`config.mk`:
```
export PLATFORM = sky130hd
export DESIGN_NAME = i2s_halfword_bridge
export DESIGN_NICKNAME = d
export VERILOG_FILES = /design/src/rtl/i2s_hw_pkg.sv /design/src/rtl/i2s_bit_clock.sv /design/src/rtl/i2s_slot_engine.sv /design/src/rtl/i2s_tx_packer.sv /design/src/rtl/i2s_rx_unpacker.sv /design/src/rtl/i2s_halfword_bridge.sv
export SDC_FILE = /design/constraint.sdc
export NUM_CORES = 1
export LEC_CHECK = 0
export BUFFER_PORTS_ARGS = -buffer_cell sky130_fd_sc_hd__buf_2
export CAP_MARGIN = 20
export CORE_ASPECT_RATIO = 1.4
export CORE_MARGIN = 2
export CORE_UTILIZATION = 25
export CTS_CLUSTER_SIZE = 28
export DETAILED_ROUTE_END_ITERATION = 16
export PLACE_DENSITY = 0.54
export REMOVE_ABC_BUFFERS = 1
export SLEW_MARGIN = 20
export SYNTH_ARGS = -nofsm -noshare
export SYNTH_HDL_FRONTEND = slang
export SYNTH_SLANG_ARGS = --single-unit
```
`constraint.sdc`:
```
create_clock -name clk -period 1.8 [get_ports clk]
set_input_delay 0.27 -clock clk [delete_from_list [all_inputs] [get_ports clk]]
set_output_delay 0.27 -clock clk [all_outputs]
set_load 0.005 [all_outputs]
```
`src/rtl/i2s_hw_pkg.sv`:
```
package i2s_hw_pkg;
  localparam int unsigned SAMPLE_W = 16;
  localparam int unsigned WORD_W   = 2 * SAMPLE_W;

  typedef logic [SAMPLE_W-1:0] sample_t;
  typedef logic [WORD_W-1:0]   word_t;

  typedef enum logic [1:0] {TX_PRIME, TX_LOW, TX_HIGH} tx_state_t;
  typedef enum logic [1:0] {RX_DROP, RX_LOW, RX_HIGH} rx_state_t;

  // even-slot sample of a memory word
  function automatic sample_t lower_half(word_t w);
    return w[SAMPLE_W-1:0];
  endfunction

  // odd-slot sample of a memory word
  function automatic sample_t upper_half(word_t w);
    return w[WORD_W-1:SAMPLE_W];
  endfunction

  function automatic word_t join_halves(sample_t lo, sample_t hi);
    return {hi, lo};
  endfunction

  // value shifted out in a new slot: held sample or silence
  function automatic sample_t slot_load(logic have, sample_t held);
    return have ? held : '0;
  endfunction
endpackage

```
`src/rtl/i2s_bit_clock.sv`:
```
module i2s_bit_clock #(
  parameter int unsigned HALF_DIV = 2
) (
  input  logic clk,
  input  logic rst_n,
  input  logic run,
  output logic bclk,
  output logic tick
);
  localparam int unsigned CW = (HALF_DIV > 1) ? $clog2(HALF_DIV) : 1;

  logic [CW-1:0] cnt;
  logic          wrap;

  assign wrap = (cnt == CW'(HALF_DIV - 1));
  assign tick = run && wrap && !bclk;

  always_ff @(posedge clk) begin
    if (!rst_n || !run) begin
      cnt  <= '0;
      bclk <= 1'b0;
    end else if (wrap) begin
      cnt  <= '0;
      bclk <= ~bclk;
    end else begin
      cnt <= cnt + 1'b1;
    end
  end
endmodule

```
`src/rtl/i2s_slot_engine.sv`:
```
module i2s_slot_engine
  import i2s_hw_pkg::*;
(
  input  logic    clk,
  input  logic    rst_n,
  input  logic    run,
  input  logic    tick,
  input  logic    sdin,
  output logic    sdout,
  output logic    fsync,
  input  logic    tx_wr,
  input  sample_t tx_wdata,
  output logic    tx_space,
  input  logic    rx_rd,
  output sample_t rx_word,
  output logic    rx_avail,
  output logic    slot_start,
  output logic    underrun
);
  localparam int unsigned BW = $clog2(SAMPLE_W);

  logic [BW-1:0] bit_cnt;
  logic          next_slot;
  logic          last_bit;
  sample_t       tx_sh;
  sample_t       hold;
  logic          hold_full;
  sample_t       rx_sh;

  assign last_bit   = (bit_cnt == BW'(SAMPLE_W - 1));
  assign slot_start = tick && (bit_cnt == '0);
  assign sdout      = tx_sh[SAMPLE_W-1];
  assign tx_space   = !hold_full;

  // bit and slot position
  always_ff @(posedge clk) begin
    if (!rst_n || !run) begin
      bit_cnt   <= '0;
      next_slot <= 1'b0;
      fsync     <= 1'b0;
    end else if (tick) begin
      bit_cnt <= last_bit ? '0 : bit_cnt + 1'b1;
      if (last_bit) next_slot <= ~next_slot;
      if (slot_start) fsync <= next_slot;
    end
  end

  // transmit holding register (preloaded with silence while idle) and shifter
  always_ff @(posedge clk) begin
    if (!rst_n || !run) begin
      hold      <= '0;
      hold_full <= 1'b1;
      tx_sh     <= '0;
    end else begin
      if (tx_wr) begin
        hold      <= tx_wdata;
        hold_full <= 1'b1;
      end else if (slot_start) begin
        hold_full <= 1'b0;
      end
      if (slot_start)  tx_sh <= slot_load(hold_full, hold);
      else if (tick)   tx_sh <= tx_sh << 1;
    end
  end

  // receive shifter and holding register
  always_ff @(posedge clk) begin
    if (!rst_n || !run) begin
      rx_sh    <= '0;
      rx_word  <= '0;
      rx_avail <= 1'b0;
    end else begin
      if (slot_start) begin
        rx_word  <= {rx_sh[SAMPLE_W-2:0], sdin};
        rx_sh    <= '0;
        rx_avail <= 1'b1;
      end else begin
        if (tick)  rx_sh    <= {rx_sh[SAMPLE_W-2:0], sdin};
        if (rx_rd) rx_avail <= 1'b0;
      end
    end
  end

  // sticky: only a full reset clears it
  always_ff @(posedge clk) begin
    if (!rst_n)                               underrun <= 1'b0;
    else if (run && slot_start && !hold_full) underrun <= 1'b1;
  end
endmodule

```
`src/rtl/i2s_tx_packer.sv`:
```
module i2s_tx_packer
  import i2s_hw_pkg::*;
(
  input  logic    clk,
  input  logic    rst_n,
  input  logic    run,
  input  word_t   src_data,
  input  logic    src_valid,
  output logic    src_ready,
  input  logic    tx_space,
  output logic    tx_wr,
  output sample_t tx_wdata
);
  tx_state_t state;
  sample_t   upper_q;

  always_comb begin
    tx_wr     = 1'b0;
    tx_wdata  = '0;
    src_ready = 1'b0;
    if (run) begin
      case (state)
        TX_PRIME: tx_wr = tx_space;
        TX_LOW: begin
          src_ready = tx_space && src_valid;
          tx_wr     = src_ready;
          tx_wdata  = lower_half(src_data);
        end
        TX_HIGH: begin
          tx_wr    = tx_space;
          tx_wdata = upper_q;
        end
        default: tx_wr = 1'b0;
      endcase
    end
  end

  always_ff @(posedge clk) begin
    if (!rst_n || !run) begin
      state   <= TX_PRIME;
      upper_q <= '0;
    end else begin
      case (state)
        TX_PRIME: if (tx_space) state <= TX_LOW;
        TX_LOW: if (src_ready) begin
          upper_q <= upper_half(src_data);
          state   <= TX_HIGH;
        end
        TX_HIGH: if (tx_space) state <= TX_LOW;
        default: state <= TX_PRIME;
      endcase
    end
  end
endmodule

```
`src/rtl/i2s_rx_unpacker.sv`:
```
module i2s_rx_unpacker
  import i2s_hw_pkg::*;
(
  input  logic    clk,
  input  logic    rst_n,
  input  logic    run,
  input  logic    rx_avail,
  input  sample_t rx_word,
  output logic    rx_rd,
  output word_t   snk_data,
  output logic    snk_valid
);
  rx_state_t state;
  sample_t   lower_q;

  assign rx_rd = run && rx_avail;

  always_ff @(posedge clk) begin
    if (!rst_n || !run) begin
      state     <= RX_DROP;
      lower_q   <= '0;
      snk_valid <= 1'b0;
      if (!rst_n) snk_data <= '0;
    end else begin
      snk_valid <= 1'b0;
      if (rx_avail) begin
        case (state)
          RX_DROP: state <= RX_LOW;
          RX_LOW: begin
            lower_q <= rx_word;
            state   <= RX_HIGH;
          end
          RX_HIGH: begin
            snk_data  <= join_halves(lower_q, rx_word);
            snk_valid <= 1'b1;
            state     <= RX_LOW;
          end
          default: state <= RX_DROP;
        endcase
      end
    end
  end
endmodule

```
`src/rtl/i2s_halfword_bridge.sv`:
```
module i2s_halfword_bridge
  import i2s_hw_pkg::*;
#(
  parameter int unsigned BCLK_HALF_DIV = 2
) (
  input  logic              clk,
  input  logic              rst_n,
  input  logic              en,
  input  logic [WORD_W-1:0] src_data,
  input  logic              src_valid,
  output logic              src_ready,
  output logic [WORD_W-1:0] snk_data,
  output logic              snk_valid,
  output logic              bclk,
  output logic              fsync,
  output logic              sdout,
  input  logic              sdin,
  output logic              underrun
);
  // internal events, named for the checker
  logic    tick;
  logic    slot_start;
  logic    tx_wr;
  sample_t tx_wdata;
  logic    tx_space;
  logic    rx_rd;
  sample_t rx_word;
  logic    rx_avail;

  i2s_bit_clock #(.HALF_DIV(BCLK_HALF_DIV)) u_clk (
    .clk(clk), .rst_n(rst_n), .run(en), .bclk(bclk), .tick(tick)
  );

  i2s_slot_engine u_eng (
    .clk(clk), .rst_n(rst_n), .run(en), .tick(tick), .sdin(sdin),
    .sdout(sdout), .fsync(fsync),
    .tx_wr(tx_wr), .tx_wdata(tx_wdata), .tx_space(tx_space),
    .rx_rd(rx_rd), .rx_word(rx_word), .rx_avail(rx_avail),
    .slot_start(slot_start), .underrun(underrun)
  );

  i2s_tx_packer u_txp (
    .clk(clk), .rst_n(rst_n), .run(en),
    .src_data(src_data), .src_valid(src_valid), .src_ready(src_ready),
    .tx_space(tx_space), .tx_wr(tx_wr), .tx_wdata(tx_wdata)
  );

  i2s_rx_unpacker u_rxu (
    .clk(clk), .rst_n(rst_n), .run(en),
    .rx_avail(rx_avail), .rx_word(rx_word), .rx_rd(rx_rd),
    .snk_data(snk_data), .snk_valid(snk_valid)
  );
endmodule

```
Yosys cells after proc, flatten, opt, wreduce, memory -nomap -nowiden
Cells that the tools add are included.

Output and inout bits: 38. Input bits: 37. Register bits after elaboration: 143.

Reduce and logical (&&, ||, !) cells: 31. Add/subtract/negate cells: 2. Bitwise logic cells: 3. Equality and inequality tests: 8. Muxes and demuxes: 21.

Operators by type and width (count): $mux W32 (4); $mux W16 (4); $pmux W16 S2 (1); $reduce_or A2 Y1 (6); $reduce_and A2 Y1 (5); $pmux W2 S2 (2); $reduce_bool A2 Y1 (4); $logic_and A1 B1 Y1 (7); $mux W1 (6); $ne A2 B2 Y1 const B (3); $add A4 B1 Y4 const B (1); $eq A2 B1 Y1 const B (2); $eq A2 B2 Y1 const B (2); $eq A4 B4 Y1 const B (1); $logic_not A1 Y1 (4); $logic_not A2 Y1 (2); $logic_not A4 Y1 (1); $mux W2 (2); $mux W4 (1); $not A1 Y1 (3); $reduce_and A3 Y1 (1); $pmux W1 S2 (1); $add A1 B1 Y1 const B (1); $logic_or A1 B1 Y1 (1).

Logic depth before layout (Yosys ltp)
Depth in word-level cells: 6. Mapped depth: 8.

Cells and area by module
Synthesis repeated with hierarchy kept, for this count alone.

Cell total of the unflattened synthesis: 558. Area, all modules: 5865.6 um2.

By module, submodules not included: i2s_slot_engine (times used 1, sequential area each 1441.4 um2, cells an instance 302, area each 2876.5 um2); i2s_rx_unpacker (times used 1, sequential area each 1341.3 um2, cells an instance 117, area each 1863.0 um2); i2s_tx_packer (times used 1, sequential area each 360.3 um2, cells an instance 131, area each 1058.5 um2); i2s_bit_clock (times used 1, sequential area each 40.0 um2, cells an instance 8, area each 67.6 um2).

Least setup slack after synthesis
Ideal clock, no wire load.

Path kind: input port to flip-flop. Start: input port en. End: register u_rxu.snk_data[0], enable pin. Required time: 1.411 ns. Setup time: 0.389 ns. Arrival time: 1.475 ns. Stages on the path: 4. Slack: -0.064 ns. Path through: buf_4 -> clkbuf_1 -> nand4b_1 -> nand2_1.

Longest elaborated chain between the ends: 4. Elaborated cells between the ends (all ways): 6.

Ends and longest elaborated chain: start, declared (RTL line i2s_halfword_bridge.sv:8) `input logic en,`; $logic_not A1 Y1 * (RTL line i2s_rx_unpacker.sv:19) `if (!rst_n || !run) begin`; $logic_or A1 B1 Y1 * (RTL line i2s_rx_unpacker.sv:19); $ne A2 B2 Y1 (no source line) or $reduce_bool A2 Y1 (tied branches); $reduce_and A3 Y1 (no source line) *; end signal, assigned (RTL line i2s_rx_unpacker.sv:34) `snk_data <= join_halves(lower_q, rx_word);`; end, declared (RTL line i2s_rx_unpacker.sv:10) `output word_t snk_data,`.

Mark *: on every way between the ends. The rest lies on a longest branch, timed or not. A chain may end at the register's enable or synchronous reset.

Worst setup path after layout
Start: register u_txp.state[1]. End: output port src_ready.

Longest elaborated chain between the ends: 3.

Ends and longest elaborated chain: start, declared (RTL line i2s_tx_packer.sv:14) `tx_state_t state;`; start signal, assigned (RTL line i2s_tx_packer.sv:40) `state <= TX_PRIME;`; start signal, assigned (RTL line i2s_tx_packer.sv:44) `TX_PRIME: if (tx_space) state <= TX_LOW;`; start signal, assigned (RTL line i2s_tx_packer.sv:47) `state <= TX_HIGH;`; $eq A2 B1 Y1 (RTL line i2s_tx_packer.sv:22) `case (state)`; $mux W1 (RTL line i2s_tx_packer.sv:22); $mux W1 (RTL line i2s_tx_packer.sv:21) `if (run) begin`; end, declared (RTL line i2s_halfword_bridge.sv:11) `output logic src_ready,`.

Every way passes these cells.

==> metrics <==
Worst Path Max Fanout 11; Initial Utilization 0.2556; number of synthesized flops with an enable pin 32; ys async rst share 0; Worst Path Required 1.53 ns; worst-skew pair later-pin latency 0.42 ns; initial drt markers 203; Die ar. 0.02445 mm²; most common cell after layout, fill and taps aside nand2_1; sequential area share after synthesis 0.5489; worst-case clock buffer depth 2; Pwr per Cell Area 1002 mW/mm²; final setup vio count 0; Peak Freq 584.1 MHz; Post-Synthesis Cell Area 0.005799 mm²; Worst slew margin 0.6657; routed wire length per instance 12.40 µm; share of layout cells above drive strength 1 0.2126; CP Class reg2out; Num CTS Buffers 17; Sw Share 0.2052; Post-CTS Resized 4; Setup Skew 0.007221 ns; # H-tree levels 4; first-pass GRT wire length 21220 µm; Clk pwr share 0.500; die width 132.7 µm; vias 4528; VDD IR max 0.6601 mV; number of global-route vias before repair 4307; Seq pwr share 0.458; DRT Wirelength 12430 µm; First-pass DRT Iterations 4; most frequent cells in the layout nand2_1 (115), dfxtp_1 (110), a21oi_1 (85), buf_2 (74), nand3_1 (34); Sw Pwr 1492 µW; site row count 65; max-cap viol count 0; Slew Viols, Final 0; status finished, final reports clean; largest net degree at the start of global routing 45; Post-synth top flop dfxtp_1; Critical Path Start Type flop; area growth from synthesis to layout 25.22%; Post-Syn Instances 621; hold buffers post-CTS 0; Die H 184.2 µm; post-synthesis register bit count 143; CTS tree done; critical path capture point type primary output; IO buf count 74; minimum clock period 1.712 ns; Hold WC Path Type in2reg; clock tree root driver cell clkbuf_16; Comb power frac 0.042; yosys warns 0; GRT overflow 0; fin nets 732; CORE AREA 0.02269 mm²; actual slew at the worst max-slew pin 0.5015 ns; Placer Congestion 0.7262; cell internal pwr 5781 µW; RSZ-0062 raised after global routing false; diode count 0; Via-to-Cell Ratio 4.519; DRT antenna net count 0; setup_tns 0 ns; final HPWL from detailed placement 8567 µm; crit path DAT 1.44 ns; syn avg cell area 9.339 µm²; Hold Vio Cnt, Final 0; fin crit share 0.9511; Post-CTS Setup Inserts 0; GR Util All Layers 0.1068; Cell variety after synth 48; Top Ports 75; clk sinks 143; Core Util, Final 0.3200; DRC viols 0; P_leak 0.002598 µW; clock transition at the registers of the reported paths 0.06 ns; antenna violations before repair 0
==> synth_stat cells (2+ instances only) <==
cell      count  area, µm²
o21ai_0      31      155.2
and3_1       32      200.2
clkbuf_1     22      82.58
a21oi_1      85      425.4
or3_1         2      12.51
a22o_1       16      140.1
inv_1         5      18.77
buf_6         4      45.04
buf_1         2      7.510
a21oi_2       4      35.03
a31oi_1      15      93.84
nor2_1        4      15.01
ha_1          7      87.58
nand3_1      34      170.2
buf_4         3      22.52
nand2b_1      3      18.77
or3b_1        2      17.52
nor3_1        3      15.01
o211ai_1     19      142.6
edfxtp_1     32      960.9
o21ai_1       4      20.02
dfxtp_1     111       2222
nand4_1      17      106.4
and3b_1       2      17.52
nand2_1     116      435.4
buf_2        24      120.1
==> power by group through the flow <==
stage	clock [µW]	combinational [µW]	sequential, µW
4_1_cts	3730	312	3330
3_3_place_gp	0	309	3400
3_5_place_dp	0	311	3400
2_1_floorplan	0	99.6	3410
5_1_grt	3850	340	3340
6_report	3640	304	3330
==> cells by family after synthesis <==
logic type,count (synthesis),share of synthesized area
AOI/OAI and AO/OA,182,0.1879
xor gates and xnor gates,1,0.001511
adders and majority gates,7,0.01510
buffers and inverters,63,0.05329
DFF,143,0.5489
and+or+nand+nor,225,0.1933
==> area by class of cell <==
cell class	count	area [µm²]
inverters	7	31.28
repair buffers	104	720.7
clock inverters	11	165.2
flip-flops and latches	143	3184
well taps	301	376.6
multi-input cells	415	2333
fillers	2345	15430
clock buffers	21	450.4
==> worst max-delay path, stage by stage, from the launching register on <==
cell	delay [ns]
dfxtp_1	0.35
inv_2	0.10
ha_4	0.19
nand4b_4	0.14
inv_6	0.12
buf_2	0.12
==> through the flow <==
stage | cell area, µm² | power, µW | hold slack [ns] | worst slack (ns) | instances
finish | 7262 | 7274 | 0.08452 | 0.08797 | 1002
CTS | 7256 | 7374 | 0.06334 | 0.01092 | 1002
floorplan | 5517 | 3506 | 0.3877 | -0.1650 | 565
detailed placement | 6625 | 3712 | 0.4424 | 0.1240 | 970
global route | 7262 | 7527 | 0.08382 | 0.001402 | 1002
global placement | 6625 | 3708 | 0.4385 | 0.1438 | 970
==> per-layer routing <==
metal / global-route usage / part of all wire
met5: 0 / 0
met1: 0.1204 / 0.43
met3: 0.02338 / 0.037
met4: 0.04946 / 0.017
met2: 0.1915 / 0.51
==> sequential cells by signal (all words and copies together), names as in the netlist, 2 cells and up <==
| register | count |
|---|---|
| u_rxu.state | 2 |
| u_eng.rx_word | 16 |
| u_txp.upper_q | 16 |
| u_eng.rx_sh | 15 |
| u_rxu.snk_data | 32 |
| u_eng.tx_sh | 16 |
| u_eng.hold | 16 |
| u_txp.state | 2 |
| u_rxu.lower_q | 16 |
| u_eng.bit_cnt | 4 |
==> final timing paths <==
check,from,to,slack [ns],depth (start not counted)
worst min-delay path,src_data[17],u_txp.upper_q[1],0.08,3
worst max register to register,u_txp.state[0],u_eng.hold[10],0.14,4
worst min register to register,u_rxu.lower_q[9],u_rxu.lower_q[9],0.45,2
worst max-delay path,u_txp.state[1],src_ready,0.09,5
(Power assumes the default switching activity.)
